File: config.mk
export PLATFORM = sky130hd
export DESIGN_NAME = rxr_ring_engine
export DESIGN_NICKNAME = d
export VERILOG_FILES = /design/src/rtl/rxr_pkg.sv /design/src/rtl/rxr_limit.sv /design/src/rtl/rxr_mem_port.sv /design/src/rtl/rxr_ctrl.sv /design/src/rtl/rxr_ring_engine.sv
export SDC_FILE = /design/constraint.sdc
export NUM_CORES = 1
export LEC_CHECK = 0
export CAP_MARGIN = 20
export CORE_ASPECT_RATIO = 2
export CORE_MARGIN = 2
export CORE_UTILIZATION = 53
export DETAILED_ROUTE_END_ITERATION = 10
export GPL_ROUTABILITY_DRIVEN = 0
export PLACE_DENSITY_LB_ADDON = 0.05
export SLEW_MARGIN = 20
export SYNTH_ARGS = -nofsm -noshare
export SYNTH_HDL_FRONTEND = slang
export SYNTH_SLANG_ARGS = --single-unit
File: constraint.sdc
create_clock -name clk -period 7 [get_ports clk]
set_clock_uncertainty 0.05 [all_clocks]
set_input_delay 1.4 -clock clk [delete_from_list [all_inputs] [get_ports clk]]
set_output_delay 1.4 -clock clk [all_outputs]
set_load 0.01 [all_outputs]
File: src/rtl/rxr_pkg.sv
package rxr_pkg;
    localparam int DATA_W   = 32;
    localparam int OWN_BIT  = 31;
    localparam int OVF_BIT  = 30;
    localparam int FIELD_W  = 16;

    localparam logic [1:0] WSEL_STAT = 2'd0;
    localparam logic [1:0] WSEL_SIZE = 2'd1;
    localparam logic [1:0] WSEL_BUF  = 2'd2;
    localparam logic [1:0] WSEL_NEXT = 2'd3;

    typedef enum logic [3:0] {
        ST_IDLE,
        ST_RD_STAT,
        ST_RD_SIZE,
        ST_RD_BUF,
        ST_RD_NEXT,
        ST_GOT_NEXT,
        ST_RECV,
        ST_WB_SIZE,
        ST_WB_STAT
    } rxr_state_e;

    typedef enum logic [1:0] {
        OP_NONE,
        OP_RD,
        OP_WR_WORD,
        OP_WR_BYTE
    } rxr_op_e;
endpackage

File: src/rtl/rxr_limit.sv
module rxr_limit #(
    parameter int MAX_BUF = 1536,
    parameter int FW      = 16
) (
    input  logic [FW-1:0] size_field,
    input  logic [FW-1:0] stored,
    output logic          full
);
    localparam logic [FW-1:0] CAP = FW'(MAX_BUF);

    logic [FW-1:0] eff_limit;

    always_comb begin
        eff_limit = (size_field > CAP) ? CAP : size_field;
        full      = (stored >= eff_limit);
    end
endmodule

File: src/rtl/rxr_mem_port.sv
module rxr_mem_port
    import rxr_pkg::*;
#(
    parameter int AW = 32
) (
    input  rxr_op_e           op,
    input  logic [AW-1:0]     desc_ptr,
    input  logic [1:0]        word_sel,
    input  logic [AW-1:0]     byte_addr,
    input  logic [7:0]        byte_data,
    input  logic [DATA_W-1:0] word_data,
    output logic              mem_req,
    output logic              mem_we,
    output logic [AW-1:0]     mem_addr,
    output logic [3:0]        mem_be,
    output logic [DATA_W-1:0] mem_wdata
);
    localparam int LANES = DATA_W / 8;

    logic [LANES-1:0] lane_hit;
    logic [AW-1:0]    desc_word_addr;
    logic [AW-1:0]    byte_word_addr;

    for (genvar l = 0; l < LANES; l++) begin : g_lane
        assign lane_hit[l] = (byte_addr[1:0] == 2'(l));
    end

    assign desc_word_addr = desc_ptr + AW'({word_sel, 2'b00});
    assign byte_word_addr = {byte_addr[AW-1:2], 2'b00};

    always_comb begin
        mem_req   = 1'b0;
        mem_we    = 1'b0;
        mem_addr  = '0;
        mem_be    = '0;
        mem_wdata = '0;
        case (op)
            OP_RD: begin
                mem_req  = 1'b1;
                mem_addr = desc_word_addr;
                mem_be   = '1;
            end
            OP_WR_WORD: begin
                mem_req   = 1'b1;
                mem_we    = 1'b1;
                mem_addr  = desc_word_addr;
                mem_be    = '1;
                mem_wdata = word_data;
            end
            OP_WR_BYTE: begin
                mem_req   = 1'b1;
                mem_we    = 1'b1;
                mem_addr  = byte_word_addr;
                mem_be    = lane_hit;
                mem_wdata = {LANES{byte_data}};
            end
            default: ;
        endcase
    end
endmodule

File: src/rtl/rxr_ctrl.sv
module rxr_ctrl
    import rxr_pkg::*;
#(
    parameter int AW = 32
) (
    input  logic              clk,
    input  logic              rst_n,
    input  logic              cfg_load,
    input  logic [AW-1:0]     cfg_ring_base,
    input  logic              cmd_start,
    input  logic              cmd_stop,
    input  logic              rx_valid,
    input  logic              rx_last,
    output logic              rx_ready,
    input  logic [DATA_W-1:0] mem_rdata,
    input  logic              full,
    output rxr_op_e           op,
    output logic [1:0]        word_sel,
    output logic [AW-1:0]     desc_ptr,
    output logic [AW-1:0]     byte_addr,
    output logic [DATA_W-1:0] word_data,
    output logic [FIELD_W-1:0] size_field,
    output logic [FIELD_W-1:0] stored,
    output logic              irq_frame,
    output logic              running
);
    typedef struct packed {
        rxr_state_e        st;
        logic [AW-1:0]     cur;
        logic [AW-1:0]     nxt;
        logic [AW-1:0]     bptr;
        logic [FIELD_W-1:0] size;
        logic [FIELD_W-1:0] cnt;
        logic              ovf;
        logic              in_frame;
        logic              stop_pend;
        logic              irq;
    } regs_t;

    localparam regs_t RST = '{st: ST_IDLE, default: '0};

    regs_t q, d;
    logic  stop_now;

    always_comb begin
        d         = q;
        d.irq     = 1'b0;
        op        = OP_NONE;
        word_sel  = WSEL_STAT;
        word_data = '0;
        rx_ready  = 1'b0;
        stop_now  = cmd_stop | q.stop_pend;

        if (cmd_stop) begin
            d.stop_pend = 1'b1;
        end

        case (q.st)
            ST_IDLE: begin
                d.stop_pend = 1'b0;
                if (cfg_load) begin
                    d.cur = cfg_ring_base;
                end
                if (cmd_start && !cmd_stop) begin
                    d.st = ST_RD_STAT;
                end
            end
            ST_RD_STAT: begin
                if (stop_now) begin
                    d.st = ST_IDLE;
                end else begin
                    op       = OP_RD;
                    word_sel = WSEL_STAT;
                    d.st     = ST_RD_SIZE;
                end
            end
            ST_RD_SIZE: begin
                if (!mem_rdata[OWN_BIT]) begin
                    d.st = ST_IDLE;
                end else begin
                    op       = OP_RD;
                    word_sel = WSEL_SIZE;
                    d.st     = ST_RD_BUF;
                end
            end
            ST_RD_BUF: begin
                d.size   = mem_rdata[DATA_W-1 -: FIELD_W];
                op       = OP_RD;
                word_sel = WSEL_BUF;
                d.st     = ST_RD_NEXT;
            end
            ST_RD_NEXT: begin
                d.bptr   = mem_rdata[AW-1:0];
                op       = OP_RD;
                word_sel = WSEL_NEXT;
                d.st     = ST_GOT_NEXT;
            end
            ST_GOT_NEXT: begin
                d.nxt      = mem_rdata[AW-1:0];
                d.cnt      = '0;
                d.ovf      = 1'b0;
                d.in_frame = 1'b0;
                d.st       = ST_RECV;
            end
            ST_RECV: begin
                rx_ready = 1'b1;
                if (rx_valid) begin
                    d.in_frame = 1'b1;
                    if (!full) begin
                        op    = OP_WR_BYTE;
                        d.cnt = q.cnt + 1'b1;
                    end else begin
                        d.ovf = 1'b1;
                    end
                    if (rx_last) begin
                        d.st = ST_WB_SIZE;
                    end
                end else if (stop_now && !q.in_frame) begin
                    d.st = ST_IDLE;
                end
            end
            ST_WB_SIZE: begin
                op        = OP_WR_WORD;
                word_sel  = WSEL_SIZE;
                word_data = {q.size, q.cnt};
                d.st      = ST_WB_STAT;
            end
            ST_WB_STAT: begin
                op                 = OP_WR_WORD;
                word_sel           = WSEL_STAT;
                word_data          = '0;
                word_data[OVF_BIT] = q.ovf;
                d.irq              = 1'b1;
                d.cur              = q.nxt;
                d.st               = stop_now ? ST_IDLE : ST_RD_STAT;
            end
            default: d.st = ST_IDLE;
        endcase
    end

    always_ff @(posedge clk or negedge rst_n) begin
        if (!rst_n) begin
            q <= RST;
        end else begin
            q <= d;
        end
    end

    assign desc_ptr   = q.cur;
    assign byte_addr  = q.bptr + AW'(q.cnt);
    assign size_field = q.size;
    assign stored     = q.cnt;
    assign irq_frame  = q.irq;
    assign running    = (q.st != ST_IDLE);
endmodule

File: src/rtl/rxr_ring_engine.sv
module rxr_ring_engine
    import rxr_pkg::*;
#(
    parameter int AW      = 32,
    parameter int MAX_BUF = 1536
) (
    input  logic          clk,
    input  logic          rst_n,
    input  logic          cfg_load,
    input  logic [AW-1:0] cfg_ring_base,
    input  logic          cmd_start,
    input  logic          cmd_stop,
    input  logic          rx_valid,
    input  logic [7:0]    rx_data,
    input  logic          rx_last,
    output logic          rx_ready,
    output logic          mem_req,
    output logic          mem_we,
    output logic [AW-1:0] mem_addr,
    output logic [3:0]    mem_be,
    output logic [31:0]   mem_wdata,
    input  logic [31:0]   mem_rdata,
    output logic          irq_frame,
    output logic          running,
    output logic [AW-1:0] cur_desc
);
    rxr_op_e            op;
    logic [1:0]         word_sel;
    logic [AW-1:0]      desc_ptr;
    logic [AW-1:0]      byte_addr;
    logic [DATA_W-1:0]  word_data;
    logic [FIELD_W-1:0] size_field;
    logic [FIELD_W-1:0] stored;
    logic               full;

    rxr_ctrl #(.AW(AW)) i_ctrl (
        .clk           (clk),
        .rst_n         (rst_n),
        .cfg_load      (cfg_load),
        .cfg_ring_base (cfg_ring_base),
        .cmd_start     (cmd_start),
        .cmd_stop      (cmd_stop),
        .rx_valid      (rx_valid),
        .rx_last       (rx_last),
        .rx_ready      (rx_ready),
        .mem_rdata     (mem_rdata),
        .full          (full),
        .op            (op),
        .word_sel      (word_sel),
        .desc_ptr      (desc_ptr),
        .byte_addr     (byte_addr),
        .word_data     (word_data),
        .size_field    (size_field),
        .stored        (stored),
        .irq_frame     (irq_frame),
        .running       (running)
    );

    rxr_limit #(.MAX_BUF(MAX_BUF), .FW(FIELD_W)) i_limit (
        .size_field (size_field),
        .stored     (stored),
        .full       (full)
    );

    rxr_mem_port #(.AW(AW)) i_mem_port (
        .op        (op),
        .desc_ptr  (desc_ptr),
        .word_sel  (word_sel),
        .byte_addr (byte_addr),
        .byte_data (rx_data),
        .word_data (word_data),
        .mem_req   (mem_req),
        .mem_we    (mem_we),
        .mem_addr  (mem_addr),
        .mem_be    (mem_be),
        .mem_wdata (mem_wdata)
    );

    assign cur_desc = desc_ptr;
endmodule

==> flow_metrics.py <==
metrics = {
    "sta": {
        "relSlewSlack": 0.376,
        "finalSetupViolCount": 0,
        "finalHoldViolCount": 0,
        "hold_ws_ns": 0.424,
        "period_share": 0.971,
        "worst_slew_pin_slew_ns": 0.933,
        "post-route-min-period_ns": 6.80,
        "clock.fmax_mhz": 147,
        "fin_ws_ns": 0.200,
        "finalMaxSlewViolations": 0,
    },
    "global_route": {
        "grt_first_pass_wirelength_mm": 46.4,
        "gr-usage-all-layers": 0.339,
        "grt-ovfl-total": 0,
        "grt_antenna_before_repair": 0,
        "grt_max_degree": 94,
        "grt_pass1_vias": 8526,
    },
    "detailed_routing": {
        "met2RoutedLength_mm": 15.7,
        "firstDrtPassIters": 5,
        "drt_iter0_drc": 611,
        "routed.top_layer": "met4",
        "ant_nets": 0,
        "wl_met3_mm": 1.57,
        "drcViolationCount": 0,
        "detail_route.wl_per_cell_um": 22.1,
        "num_vias": 8546,
        "post_drt_via_cell_ratio": 6.31,
        "wl_mm": 29.9,
        "met1Wirelength_mm": 10.8,
    },
    "floorplanning": {
        "start_util": 0.539,
        "fp.dieH_um": 189,
        "die_w_um": 96.4,
        "dieArea_um2": 18200,
        "num_rows": 67,
        "io_pins": 184,
        "coreArea_um2": 16800,
    },
    "critical_path": {
        "cp_max_fo": 16,
        "crit_arrival_ns": 5.35,
        "setup.worst_path.start_class": "flip-flop",
        "path_cells": "or4_1, a311oi_4, buf_4, nand2_1, ha_1, a21oi_1, o21ai_0, a2bb2oi_2, o211a_1, nand2_1, and3_1, ha_1, inv_2, nand2_4, buf_4, or4_1, nand3_1, clkdlybuf4s50_1",
        "worstReg2RegEnd": "i_ctrl.stored[1]",
        "crit_type": "flip-flop to output pin",
        "cp-end-kind": "output pin",
        "required_ns": 5.55,
        "r2r_start": "i_ctrl.size_field[15]",
        "max_stage_delay_ns": 0.61,
        "cp_slowest_cell": "or4_1",
        "worst-r2r-setup-slack_ns": 3.52,
        "rr_worst_depth": 11,
    },
    "pwr": {
        "powerDensity_nw_per_um2": 419,
        "leakagePower_nw": 4.87,
        "power.total_mw": 4.81,
        "vdd_drop_max_v": 0.000300,
    },
    "status": {
        "outcome": "completed",
    },
    "clock_tree": {
        "tritoncts": "yes",
        "cts_max_level": 4,
        "path_clk_slew_ns": 0.06,
        "postCtsHoldBufs": 0,
        "cts_buffers": 17,
        "clockRootBuffer": "clkbuf_16",
        "cts_buffer_depth": 2,
        "clock_latency_ns": 0.42,
        "clkSinkCount": 136,
    },
    "logic_synthesis": {
        "synth_fa_ha_area_frac": 0.0570,
        "muxShareOfSynthArea": 0.0585,
        "synth_xor_area_frac": 0.0426,
        "yosys.area_share.simple": 0.188,
        "syn_area_um2": 9040,
        "synth_cell_types": 77,
        "synth.avg_cell_area_um2": 9.08,
        "synthFlopType": "dfrtp_1",
        "ys_async_sr_fraction": 1.00,
        "synth_top_family_by_area": "compound AO/OA/AOI/OAI gates",
        "synth_compound_area_frac": 0.216,
        "seq_area_frac_synth": 0.376,
        "synth_seq_cells": 136,
        "netlist_instances": 996,
        "yosys_warnings": 0,
        "synth_edf_count": 0,
    },
    "cells_and_area": {
        "areaGrowthSynthToFinish_pct": 26.8,
        "final_nets": 1253,
        "final_cells": 1354,
        "drive_gt1_frac": 0.119,
        "stdcell_area_um2": 11500,
        "diodes": 0,
    },
    "place": {
        "io_buffers": 183,
        "hpwl_mm": 22.3,
        "dp_slack_ns": 0.208,
        "dp_cells": 1320,
        "place_area_um2": 10800,
    },
    "hold_path": {
        "hp-start": "i_ctrl.q[79]",
        "holdPathEnd": "i_ctrl.q[79]",
        "holdCritPathClass": "flip-flop to flip-flop",
        "hold_depth": 2,
    },
    "run": {
        "max-cap-violations": 0,
    },
}
## cell usage in the layout (no fill, tap or decap), types with 23 or more instances in the layout
master             n
a21oi_1           57
a22o_1            34
a31oi_1           25
buf_4             23
clkdlybuf4s50_1  182
dfrtp_1          136
ha_1              38
mux2_2            47
nand2_1          166
nand3_1           23
nor2_1            37
o22ai_1           75
xnor2_1           25
## state kept, by name (all words and copies together) (netlist names)
name	count
i_ctrl.desc_ptr	32
i_ctrl.stored	16
i_ctrl.irq_frame	1
i_ctrl.size_field	16
i_ctrl.q	71
## area by class of cell
cell class / instances / area (um2)
clock buffer: 18 / 439
clock inverter: 14 / 163
fill: 1407 / 5300
inverter: 15 / 56.3
multi-input combinational: 758 / 5140
sequential: 136 / 3400
tap: 207 / 259
timing repair buffer: 206 / 2010
## Yosys cell counts (all sizes together), types with 3 or more instances
cell	number	area, um2
nor2	37	139
mux2	47	529
nand2	169	634
nor3b	3	22.5
o21ai	14	81.3
nor4	4	46.3
and2	12	75.1
a31o	3	26.3
xor2	19	166
and3	16	100
nand2b	15	93.8
o311ai	5	43.8
nand4	19	138
a211o	7	61.3
a21o	9	67.6
or2	3	18.8
inv	15	56.3
ha	38	475
a21oi	60	308
a22o	34	298
or3	4	25.0
a311oi	4	41.3
and4	6	55.1
nor3	13	96.4
nor2b	6	37.5
a22oi	6	45.0
xnor2	25	219
dfrtp	136	3400
o21a	6	45.0
a31oi	26	169
or4	9	71.3
nand3b	3	22.5
o211ai	10	88.8
clkbuf	36	135
o31a	3	26.3
o22ai	75	469
nand3	24	125
buf	55	367
## critical path, delay by kind of cell (launching register included)
| family | cells | cell delay (ns) |
|---|---|---|
| AO/OA/AOI/OAI | 5 | 1.13 |
| AND/OR/NAND/NOR | 7 | 1.70 |
| flip-flops | 1 | 0.39 |
| buffers and inverters | 4 | 1.08 |
| adder cells (fa/ha/maj) | 2 | 0.62 |
## cell families after synthesis
logic type                 Yosys count
AOI/OAI and AO/OA                  279
xor gates and xnor gates            44
adders and majority gates           40
buffers and inverters              106
DFF                                136
muxes                               47
other                                1
and+or+nand+nor                    343
## worst max-delay path by stage
stage | start | end | slack [ns] | depth (start not counted)
2_1_floorplan | i_ctrl.size_field[15] | mem_addr[24] | 1.15 | 17
3_3_place_gp | i_ctrl.size_field[15] | mem_addr[18] | 0.28 | 17
6_report | i_ctrl.size_field[15] | mem_addr[18] | 0.20 | 18
5_1_grt | i_ctrl.size_field[15] | mem_addr[18] | -0.01 | 17
3_5_place_dp | i_ctrl.size_field[15] | mem_addr[18] | 0.21 | 18
4_1_cts | i_ctrl.size_field[15] | mem_addr[18] | 0.001 | 17
## per-stage QoR
| stage | TNS [ns] | utilization |
|---|---|---|
| final | 0 | 0.684 |
| after global placement | 0 | 0.646 |
| after CTS | 0 | 0.683 |
| after floorplan | 0 | - |
| after detailed placement | 0 | 0.646 |
| after global routing | -0.0131 | 0.684 |
## report_power, final
part	internal, mW	switching (mW)	total, mW
clock network	0.543	0.375	0.918
registers	1.14	0.463	1.60
logic	1.10	1.19	2.29
total	2.78	2.03	4.81
## per-layer routing
metal	track usage	up-vias
met4	0.206	0
li1	-	3923
met5	0	-
met1	0.380	4127
met2	0.585	377
met3	0.0500	119
## repair_timing
item / in CTS / in global routing
endpoints found under the setup margin: 8 / 17
pin swaps: 0 / 1
endpoints found under the hold margin: 0 / 0
setup buffers: 0 / 2
gates resized for setup: 3 / 4
(Power assumes the default switching activity.)
